File: src/rtl/svreg_pkg.sv
package svreg_pkg;
  localparam logic [2:0] OP_ADD   = 3'd0;
  localparam logic [2:0] OP_MUL   = 3'd1;
  localparam logic [2:0] OP_LW    = 3'd2;
  localparam logic [2:0] OP_LV    = 3'd3;
  localparam logic [2:0] OP_SV    = 3'd4;
  localparam logic [2:0] OP_SETVL = 3'd5;

  typedef enum logic [1:0] {
    CLS_SCALAR = 2'd0,
    CLS_VECTOR = 2'd1,
    CLS_MIXED  = 2'd2
  } cls_e;
endpackage

File: src/rtl/svreg_dec.sv
module svreg_dec
  import svreg_pkg::*;
#(
  parameter int LANES  = 4,
  parameter int RIDX_W = 5,
  parameter int VL_W   = 3
) (
  input  logic              valid_i,
  input  logic [2:0]        op_i,
  input  logic [RIDX_W-1:0] rd_i,
  input  logic [RIDX_W-1:0] rs_i,
  input  logic [RIDX_W-1:0] rt_i,
  input  logic [VL_W-1:0]   vl_i,
  output cls_e              cls_o,
  output logic [LANES-1:0]  vmask_o,
  output logic [LANES-1:0]  vec_we_o,
  output logic              scl_we_o,
  output logic              rs_vec_o,
  output logic              rt_vec_o,
  output logic              mem_o,
  output logic              st_en_o,
  output logic              set_vl_o
);
  logic rd_v, rs_v, rt_v;
  logic use_rd, use_rs, use_rt;
  logic any_vec, any_scl, arith, writes;

  // top bit of the specifier selects the scalar file
  assign rd_v = ~rd_i[RIDX_W-1];
  assign rs_v = ~rs_i[RIDX_W-1];
  assign rt_v = ~rt_i[RIDX_W-1];

  assign arith  = (op_i == OP_ADD) || (op_i == OP_MUL);
  assign writes = arith || (op_i == OP_LW) || (op_i == OP_LV);

  always_comb begin
    use_rd = 1'b0;
    use_rs = 1'b0;
    use_rt = 1'b0;
    unique case (op_i)
      OP_ADD, OP_MUL: begin use_rd = 1'b1; use_rs = 1'b1; use_rt = 1'b1; end
      OP_LW, OP_LV:   use_rd = 1'b1;
      OP_SV:          use_rt = 1'b1;
      default: ;
    endcase
  end

  assign any_vec = (use_rd & rd_v) | (use_rs & rs_v) | (use_rt & rt_v);
  assign any_scl = (use_rd & ~rd_v) | (use_rs & ~rs_v) | (use_rt & ~rt_v);

  always_comb begin
    if (!any_vec)     cls_o = CLS_SCALAR;
    else if (any_scl) cls_o = CLS_MIXED;
    else              cls_o = CLS_VECTOR;
  end

  always_comb begin
    for (int l = 0; l < LANES; l++) vmask_o[l] = (l < int'(vl_i));
  end

  always_comb begin
    vec_we_o = '0;
    if (valid_i && rd_v) begin
      if (arith || op_i == OP_LV) vec_we_o = vmask_o;
      else if (op_i == OP_LW)     vec_we_o[0] = 1'b1;
    end
  end

  assign scl_we_o = valid_i & writes & ~rd_v;
  assign rs_vec_o = rs_v;
  assign rt_vec_o = rt_v;
  assign mem_o    = (op_i == OP_LW) || (op_i == OP_LV) || (op_i == OP_SV);
  assign st_en_o  = valid_i && (op_i == OP_SV);
  assign set_vl_o = valid_i && (op_i == OP_SETVL);
endmodule

File: src/rtl/svreg_lane_alu.sv
module svreg_lane_alu #(
  parameter int W = 32
) (
  input  logic         mul_i,
  input  logic [W-1:0] a_i,
  input  logic [W-1:0] b_i,
  output logic [W-1:0] res_o
);
  logic [W-1:0] sum, prod;
  assign sum   = a_i + b_i;
  assign prod  = a_i * b_i;
  assign res_o = mul_i ? prod : sum;
endmodule

File: src/rtl/svreg_vec_file.sv
module svreg_vec_file #(
  parameter int NREG  = 16,
  parameter int LANES = 4,
  parameter int W     = 32,
  localparam int IDX_W = $clog2(NREG),
  localparam int VW    = LANES * W
) (
  input  logic             clk_i,
  input  logic             rst_ni,
  input  logic [LANES-1:0] we_i,
  input  logic [IDX_W-1:0] wa_i,
  input  logic [VW-1:0]    wd_i,
  input  logic [IDX_W-1:0] ra_a_i,
  input  logic [IDX_W-1:0] ra_b_i,
  input  logic [IDX_W-1:0] ra_c_i,
  output logic [VW-1:0]    rd_a_o,
  output logic [VW-1:0]    rd_b_o,
  output logic [VW-1:0]    rd_c_o
);
  logic [VW-1:0] mem_q [NREG];

  for (genvar l = 0; l < LANES; l++) begin : g_lane
    always_ff @(posedge clk_i or negedge rst_ni) begin
      if (!rst_ni) begin
        for (int r = 0; r < NREG; r++) mem_q[r][l*W +: W] <= '0;
      end else if (we_i[l]) begin
        mem_q[wa_i][l*W +: W] <= wd_i[l*W +: W];
      end
    end
  end

  assign rd_a_o = mem_q[ra_a_i];
  assign rd_b_o = mem_q[ra_b_i];
  assign rd_c_o = mem_q[ra_c_i];
endmodule

File: src/rtl/svreg_scl_file.sv
module svreg_scl_file #(
  parameter int NREG = 16,
  parameter int W    = 32,
  localparam int IDX_W = $clog2(NREG)
) (
  input  logic             clk_i,
  input  logic             rst_ni,
  input  logic             we_i,
  input  logic [IDX_W-1:0] wa_i,
  input  logic [W-1:0]     wd_i,
  input  logic [IDX_W-1:0] ra_a_i,
  input  logic [IDX_W-1:0] ra_b_i,
  input  logic [IDX_W-1:0] ra_c_i,
  output logic [W-1:0]     rd_a_o,
  output logic [W-1:0]     rd_b_o,
  output logic [W-1:0]     rd_c_o
);
  logic [W-1:0] mem_q [NREG];

  // entry 0 (register 16) is an ordinary storage cell
  always_ff @(posedge clk_i or negedge rst_ni) begin
    if (!rst_ni) begin
      for (int r = 0; r < NREG; r++) mem_q[r] <= '0;
    end else if (we_i) begin
      mem_q[wa_i] <= wd_i;
    end
  end

  assign rd_a_o = mem_q[ra_a_i];
  assign rd_b_o = mem_q[ra_b_i];
  assign rd_c_o = mem_q[ra_c_i];
endmodule

File: src/rtl/svreg_decode.sv
module svreg_decode
  import svreg_pkg::*;
#(
  parameter int XLEN  = 32,
  parameter int LANES = 4,
  parameter int NREG  = 16,
  parameter int IMM_W = 16,
  localparam int IDX_W  = $clog2(NREG),
  localparam int RIDX_W = IDX_W + 1,
  localparam int VW     = LANES * XLEN,
  localparam int VL_W   = $clog2(LANES + 1)
) (
  input  logic              clk_i,
  input  logic              rst_ni,
  input  logic              valid_i,
  input  logic [2:0]        op_i,
  input  logic [RIDX_W-1:0] rd_i,
  input  logic [RIDX_W-1:0] rs_i,
  input  logic [RIDX_W-1:0] rt_i,
  input  logic [IMM_W-1:0]  imm_i,
  input  logic [XLEN-1:0]   ld_word_i,
  input  logic [VW-1:0]     ld_vec_i,
  input  logic [RIDX_W-1:0] rp_idx_i,
  output logic [VW-1:0]     rp_data_o,
  output logic [1:0]        class_o,
  output logic [LANES-1:0]  lane_we_o,
  output logic              scl_we_o,
  output logic [XLEN-1:0]   addr_o,
  output logic              st_en_o,
  output logic [LANES-1:0]  st_mask_o,
  output logic [VW-1:0]     st_data_o,
  output logic [VL_W-1:0]   vl_o
);
  cls_e             cls;
  logic [LANES-1:0] vmask, vec_we;
  logic             scl_we, rs_vec, rt_vec, mem, st_en, set_vl;
  logic [VL_W-1:0]  vl_q;

  logic [VW-1:0]    v_rs, v_rt, v_rp, v_wd, alu_res;
  logic [XLEN-1:0]  s_rs, s_rt, s_rp, s_wd;
  logic             is_mul;

  svreg_dec #(
    .LANES (LANES),
    .RIDX_W(RIDX_W),
    .VL_W  (VL_W)
  ) u_dec (
    .valid_i (valid_i),
    .op_i    (op_i),
    .rd_i    (rd_i),
    .rs_i    (rs_i),
    .rt_i    (rt_i),
    .vl_i    (vl_q),
    .cls_o   (cls),
    .vmask_o (vmask),
    .vec_we_o(vec_we),
    .scl_we_o(scl_we),
    .rs_vec_o(rs_vec),
    .rt_vec_o(rt_vec),
    .mem_o   (mem),
    .st_en_o (st_en),
    .set_vl_o(set_vl)
  );

  svreg_vec_file #(
    .NREG (NREG),
    .LANES(LANES),
    .W    (XLEN)
  ) u_vfile (
    .clk_i (clk_i),
    .rst_ni(rst_ni),
    .we_i  (vec_we),
    .wa_i  (rd_i[IDX_W-1:0]),
    .wd_i  (v_wd),
    .ra_a_i(rs_i[IDX_W-1:0]),
    .ra_b_i(rt_i[IDX_W-1:0]),
    .ra_c_i(rp_idx_i[IDX_W-1:0]),
    .rd_a_o(v_rs),
    .rd_b_o(v_rt),
    .rd_c_o(v_rp)
  );

  svreg_scl_file #(
    .NREG(NREG),
    .W   (XLEN)
  ) u_sfile (
    .clk_i (clk_i),
    .rst_ni(rst_ni),
    .we_i  (scl_we),
    .wa_i  (rd_i[IDX_W-1:0]),
    .wd_i  (s_wd),
    .ra_a_i(rs_i[IDX_W-1:0]),
    .ra_b_i(rt_i[IDX_W-1:0]),
    .ra_c_i(rp_idx_i[IDX_W-1:0]),
    .rd_a_o(s_rs),
    .rd_b_o(s_rt),
    .rd_c_o(s_rp)
  );

  assign is_mul = (op_i == OP_MUL);

  for (genvar l = 0; l < LANES; l++) begin : g_lane
    logic [XLEN-1:0] opa, opb;
    // scalar operands broadcast to every lane
    assign opa = rs_vec ? v_rs[l*XLEN +: XLEN] : s_rs;
    assign opb = rt_vec ? v_rt[l*XLEN +: XLEN] : s_rt;

    svreg_lane_alu #(.W(XLEN)) u_alu (
      .mul_i(is_mul),
      .a_i  (opa),
      .b_i  (opb),
      .res_o(alu_res[l*XLEN +: XLEN])
    );

    always_comb begin
      if (op_i == OP_LV)      v_wd[l*XLEN +: XLEN] = ld_vec_i[l*XLEN +: XLEN];
      else if (op_i == OP_LW) v_wd[l*XLEN +: XLEN] = ld_word_i;
      else                    v_wd[l*XLEN +: XLEN] = alu_res[l*XLEN +: XLEN];
    end

    assign st_data_o[l*XLEN +: XLEN] = opb;
  end

  // scalar result is lane 0, which already holds the lane-0 pick of a vector source
  always_comb begin
    if (op_i == OP_LW)      s_wd = ld_word_i;
    else if (op_i == OP_LV) s_wd = ld_vec_i[XLEN-1:0];
    else                    s_wd = alu_res[XLEN-1:0];
  end

  always_ff @(posedge clk_i or negedge rst_ni) begin
    if (!rst_ni) begin
      vl_q <= VL_W'(LANES);
    end else if (set_vl) begin
      if (s_rs > XLEN'(LANES)) vl_q <= VL_W'(LANES);
      else                     vl_q <= s_rs[VL_W-1:0];
    end
  end

  assign addr_o    = mem ? s_rs + XLEN'($signed(imm_i)) : '0;
  assign rp_data_o = rp_idx_i[RIDX_W-1] ? {{(VW-XLEN){1'b0}}, s_rp} : v_rp;
  assign class_o   = cls;
  assign lane_we_o = vec_we;
  assign scl_we_o  = scl_we;
  assign st_en_o   = st_en;
  assign st_mask_o = st_en ? vmask : '0;
  assign vl_o      = vl_q;
endmodule

File: config.mk
export PLATFORM = sky130hd
export DESIGN_NAME = svreg_decode
export DESIGN_NICKNAME = d
export VERILOG_FILES = /design/src/rtl/svreg_pkg.sv /design/src/rtl/svreg_dec.sv /design/src/rtl/svreg_lane_alu.sv /design/src/rtl/svreg_vec_file.sv /design/src/rtl/svreg_scl_file.sv /design/src/rtl/svreg_decode.sv
export SDC_FILE = /design/constraint.sdc
export NUM_CORES = 2
export LEC_CHECK = 0
export BUFFER_PORTS_ARGS = -buffer_cell sky130_fd_sc_hd__buf_2
export CAP_MARGIN = 20
export CORE_MARGIN = 3
export CORE_UTILIZATION = 65
export CTS_BUF_LIST = sky130_fd_sc_hd__clkbuf_4 sky130_fd_sc_hd__clkbuf_8
export DETAILED_ROUTE_END_ITERATION = 10
export PLACE_DENSITY = 0.9
export SYNTH_ARGS = -nofsm -noshare
export SYNTH_HDL_FRONTEND = slang
export SYNTH_SLANG_ARGS = --single-unit
File: constraint.sdc
create_clock -name clk_i -period 19.8 [get_ports clk_i]
set_clock_uncertainty 0.05 [all_clocks]
set_input_delay 0 -clock clk_i [delete_from_list [all_inputs] [get_ports clk_i]]
set_output_delay 0 -clock clk_i [all_outputs]
set_load 0.05 [all_outputs]
==> impl_metrics.py <==
metrics = {
    "run_status": {
        "status": "completed",
    },
    "min_path": {
        "hp-start": "ld_word_i[29]",
        "min_path_type": "input port to flip-flop",
    },
    "clocking": {
        "root_buffer": "clkbuf_8",
        "cts_tree": "built",
        "htreeDepth": 3,
        "clk_pin_slew_worst_paths_ns": 0.06,
        "post_cts_buffers": 0,
        "holdBufCountCts": 24,
        "clk_latency_ns": 0.71,
        "clock_sinks": 515,
        "post_cts_resized": 0,
        "cts_buffers": 85,
        "clk_path_buf_depth": 3,
    },
    "synth": {
        "synth_adder_area_share_pct": 20.2,
        "synth-xor-area-share_pct": 2.39,
        "synth_cells": 4828,
        "synth_top_family_by_area": "multiplexers",
        "ys_seq_elements": 515,
        "synth-compound-area-share_pct": 6.56,
        "yosysTopAreaCell": "dfrtp_1",
        "synth_ff_type": "dfrtp_1",
        "mappedNetlistArea_sq_um": 52100,
        "synth_top_area_share_pct": 24.7,
        "synth_cell_types": 81,
        "synthSimpleGateAreaFrac_pct": 9.09,
        "synth_edf_count": 0,
        "async_flop_share_pct": 100,
        "syn_area_per_cell_sq_um": 10.8,
        "synthTopCellsByArea": "dfrtp_1 (25%), mux4_2 (18%), fa_1 (16%)",
        "yosysSeqAreaShare_pct": 24.7,
        "synthMuxAreaShare_pct": 27.2,
        "ys_warn_count": 4096,
    },
    "pwr": {
        "combPwrFrac_pct": 33.3,
        "p_leak_nw": 26.7,
        "power.density_nw_per_um2": 62.9,
        "clkPwrFrac_pct": 30.2,
        "peakVddDrop_mv": 0.0887,
        "switching_share_pct": 38.3,
        "p_int_mw": 2.16,
        "power_mw": 3.50,
        "p_switching_mw": 1.34,
        "pwr-share-seq_pct": 36.5,
    },
    "routing": {
        "drt_wl_total_um": 185000,
        "ant_nets": 0,
        "via_per_inst": 7.12,
        "drc": 0,
        "drt_iter0_markers": 6487,
        "via_count": 43300,
        "wl_per_cell_um": 30.4,
        "firstDrtPassIters": 9,
    },
    "critical_path": {
        "critical_path_class": "input port to flip-flop",
        "r2r-start": "u_sfile.mem_q[202]",
        "slowest_stage": "mux4_2",
        "critPathCaptureType": "flip-flop",
        "cp_data_arrival_time_ns": 11.74,
        "cp_max_fo": 57,
        "cp-startpoint": "rs_i[0]",
        "cp_common_cell": "fa_1",
        "required_ns": 20.34,
        "startpoint_type": "input port",
        "slowest_delay_ns": 0.75,
    },
    "final_layout": {
        "syn2layout_area_growth_pct": 6.70,
        "drive_gt1_share_pct": 26.6,
        "final_core_util_pct": 70.2,
        "num-fill-cells": 5142,
        "seq_area_sq_um": 12900,
        "multiInputGateArea_sq_um": 34600,
        "finish.net_count": 5747,
        "mostFrequentLayoutCell": "nand2_1",
        "finalInstanceArea_sq_um": 55600,
        "layout_common_cells": "nand2_1 (567), inv_1 (548), dfrtp_1 (514), fa_1 (410), mux4_2 (408)",
    },
    "floorplan": {
        "start_util_pct": 65.8,
        "dieArea_sq_um": 83600,
        "die_h_um": 289,
        "die_x_um": 289,
        "core_area_sq_um": 79100,
        "fp-row-count": 103,
        "ioPinCount": 505,
    },
    "sta": {
        "max_freq_mhz": 89.2,
        "max-slew-margin-rel_pct": 22.0,
        "period_minus_slack_ns": 11.20,
        "min_period_over_period_pct": 56.6,
        "fin_ws_ns": 8.60,
        "finalMaxSlewViolations": 0,
        "grt_setup_unrepaired": "no",
        "setup_tns_ns": 0,
        "hold_viol": 0,
        "worstMarginPinSlew_ns": 1.17,
        "setup_viol": 0,
    },
    "place": {
        "hpwl_um": 123000,
        "port_buffers": 312,
        "gp_congestion": 1.05,
        "placed_area_sq_um": 53400,
        "post-place-ws_ns": 7.89,
    },
    "grt": {
        "grt_pass1_vias": 44900,
        "antenna_found_initial": 17,
        "grt_pass1_wl_um": 273000,
        "grt_max_degree": 178,
        "grt_overflow": 0,
        "track_usage_pct": 44.6,
    },
    "run": {
        "maxCapViolations": 0,
    },
}
-- cells in the mapped netlist, types with 24 or more instances --
library cell    n
buf_2          29
xnor2_1        85
buf_1          25
a21o_1         44
and2_1        100
mux4_2        408
a21oi_1       106
clkbuf_1      228
mux2i_1        95
o21ai_0       273
xor2_1         38
mux4_1         26
buf_4         202
fa_1          410
nor2b_1        26
inv_1         548
a211oi_1       28
nand2_1       579
nand3_1        24
ha_1          185
nor2_1        298
dfrtp_1       514
mux2_2        276
-- state kept, by name, summed over array words and instances, names as in the netlist --
signal	count
vl_o	3
u_sfile.mem_q	512
-- routing by layer --
layer	global-route usage (%)	wire, um	vias up
li1	-	-	16500
met1	50.3	54700	20900
met2	64.5	79300	4316
met3	20.1	30900	1495
met4	38.1	19800	20
met5	0.872	192	-
-- critical path: cells and delay by family --
| family | cells | cell delay (ns) |
|---|---|---|
| compound gates | 8 | 2.67 |
| xor+xnor | 1 | 0.25 |
| fa+ha+maj | 9 | 4.00 |
| buf+inv | 9 | 2.28 |
| mux | 2 | 1.34 |
| simple gates | 3 | 1.01 |
-- per-stage QoR --
| stage | instances | hold slack [ns] |
|---|---|---|
| 2_1_floorplan | 4923 | -0.346 |
| 3_3_place_gp | 5886 | 0.0623 |
| 3_5_place_dp | 5887 | 0.0887 |
| 4_1_cts | 6063 | 0.00730 |
| 5_1_grt | 6068 | 0.124 |
| 6_report | 6077 | 0.0588 |
-- power groups by stage --
stage | logic (mW) | registers (mW) | clock network (mW)
final | 1.16 | 1.28 | 1.06
after global routing | 1.21 | 1.28 | 1.10
after CTS | 1.12 | 1.27 | 1.05
after detailed placement | 1.10 | 1.28 | 0
after global placement | 1.06 | 1.26 | 0
after floorplan | 0.803 | 1.24 | 0
-- kinds of logic after synthesis --
| kind of cell | count (synthesis) |
|---|---|
| DFF | 515 |
| and+or+nand+nor | 1107 |
| xor gates and xnor gates | 131 |
| AOI/OAI and AO/OA | 575 |
| adders and majority gates | 595 |
| muxes | 823 |
| buffers and inverters | 1081 |
| other | 1 |
-- worst paths after layout --
kind / cells past startpoint / to / slack [ns]
min in group asynchronous: 3 / u_sfile.mem_q[465] / 0.33
hold reg to reg: 2 / u_sfile.mem_q[4] / 0.48
max in group asynchronous: 4 / u_sfile.mem_q[2] / 17.95
setup / recovery: 32 / u_sfile.mem_q[253] / 8.60
hold / removal: 6 / u_sfile.mem_q[221] / 0.06
setup reg to reg: 30 / u_sfile.mem_q[253] / 8.80
-- cell type report --
class | instances | share of cell area (%)
antenna | 12 | 0.0540
clock buffer | 131 | 3.00
clock inverter | 21 | 0.392
inverter | 572 | 3.87
multi-input combinational | 3327 | 62.2
sequential | 515 | 23.2
tap | 1050 | 2.36
timing repair buffer | 449 | 4.95
(Power assumes the default switching activity.)
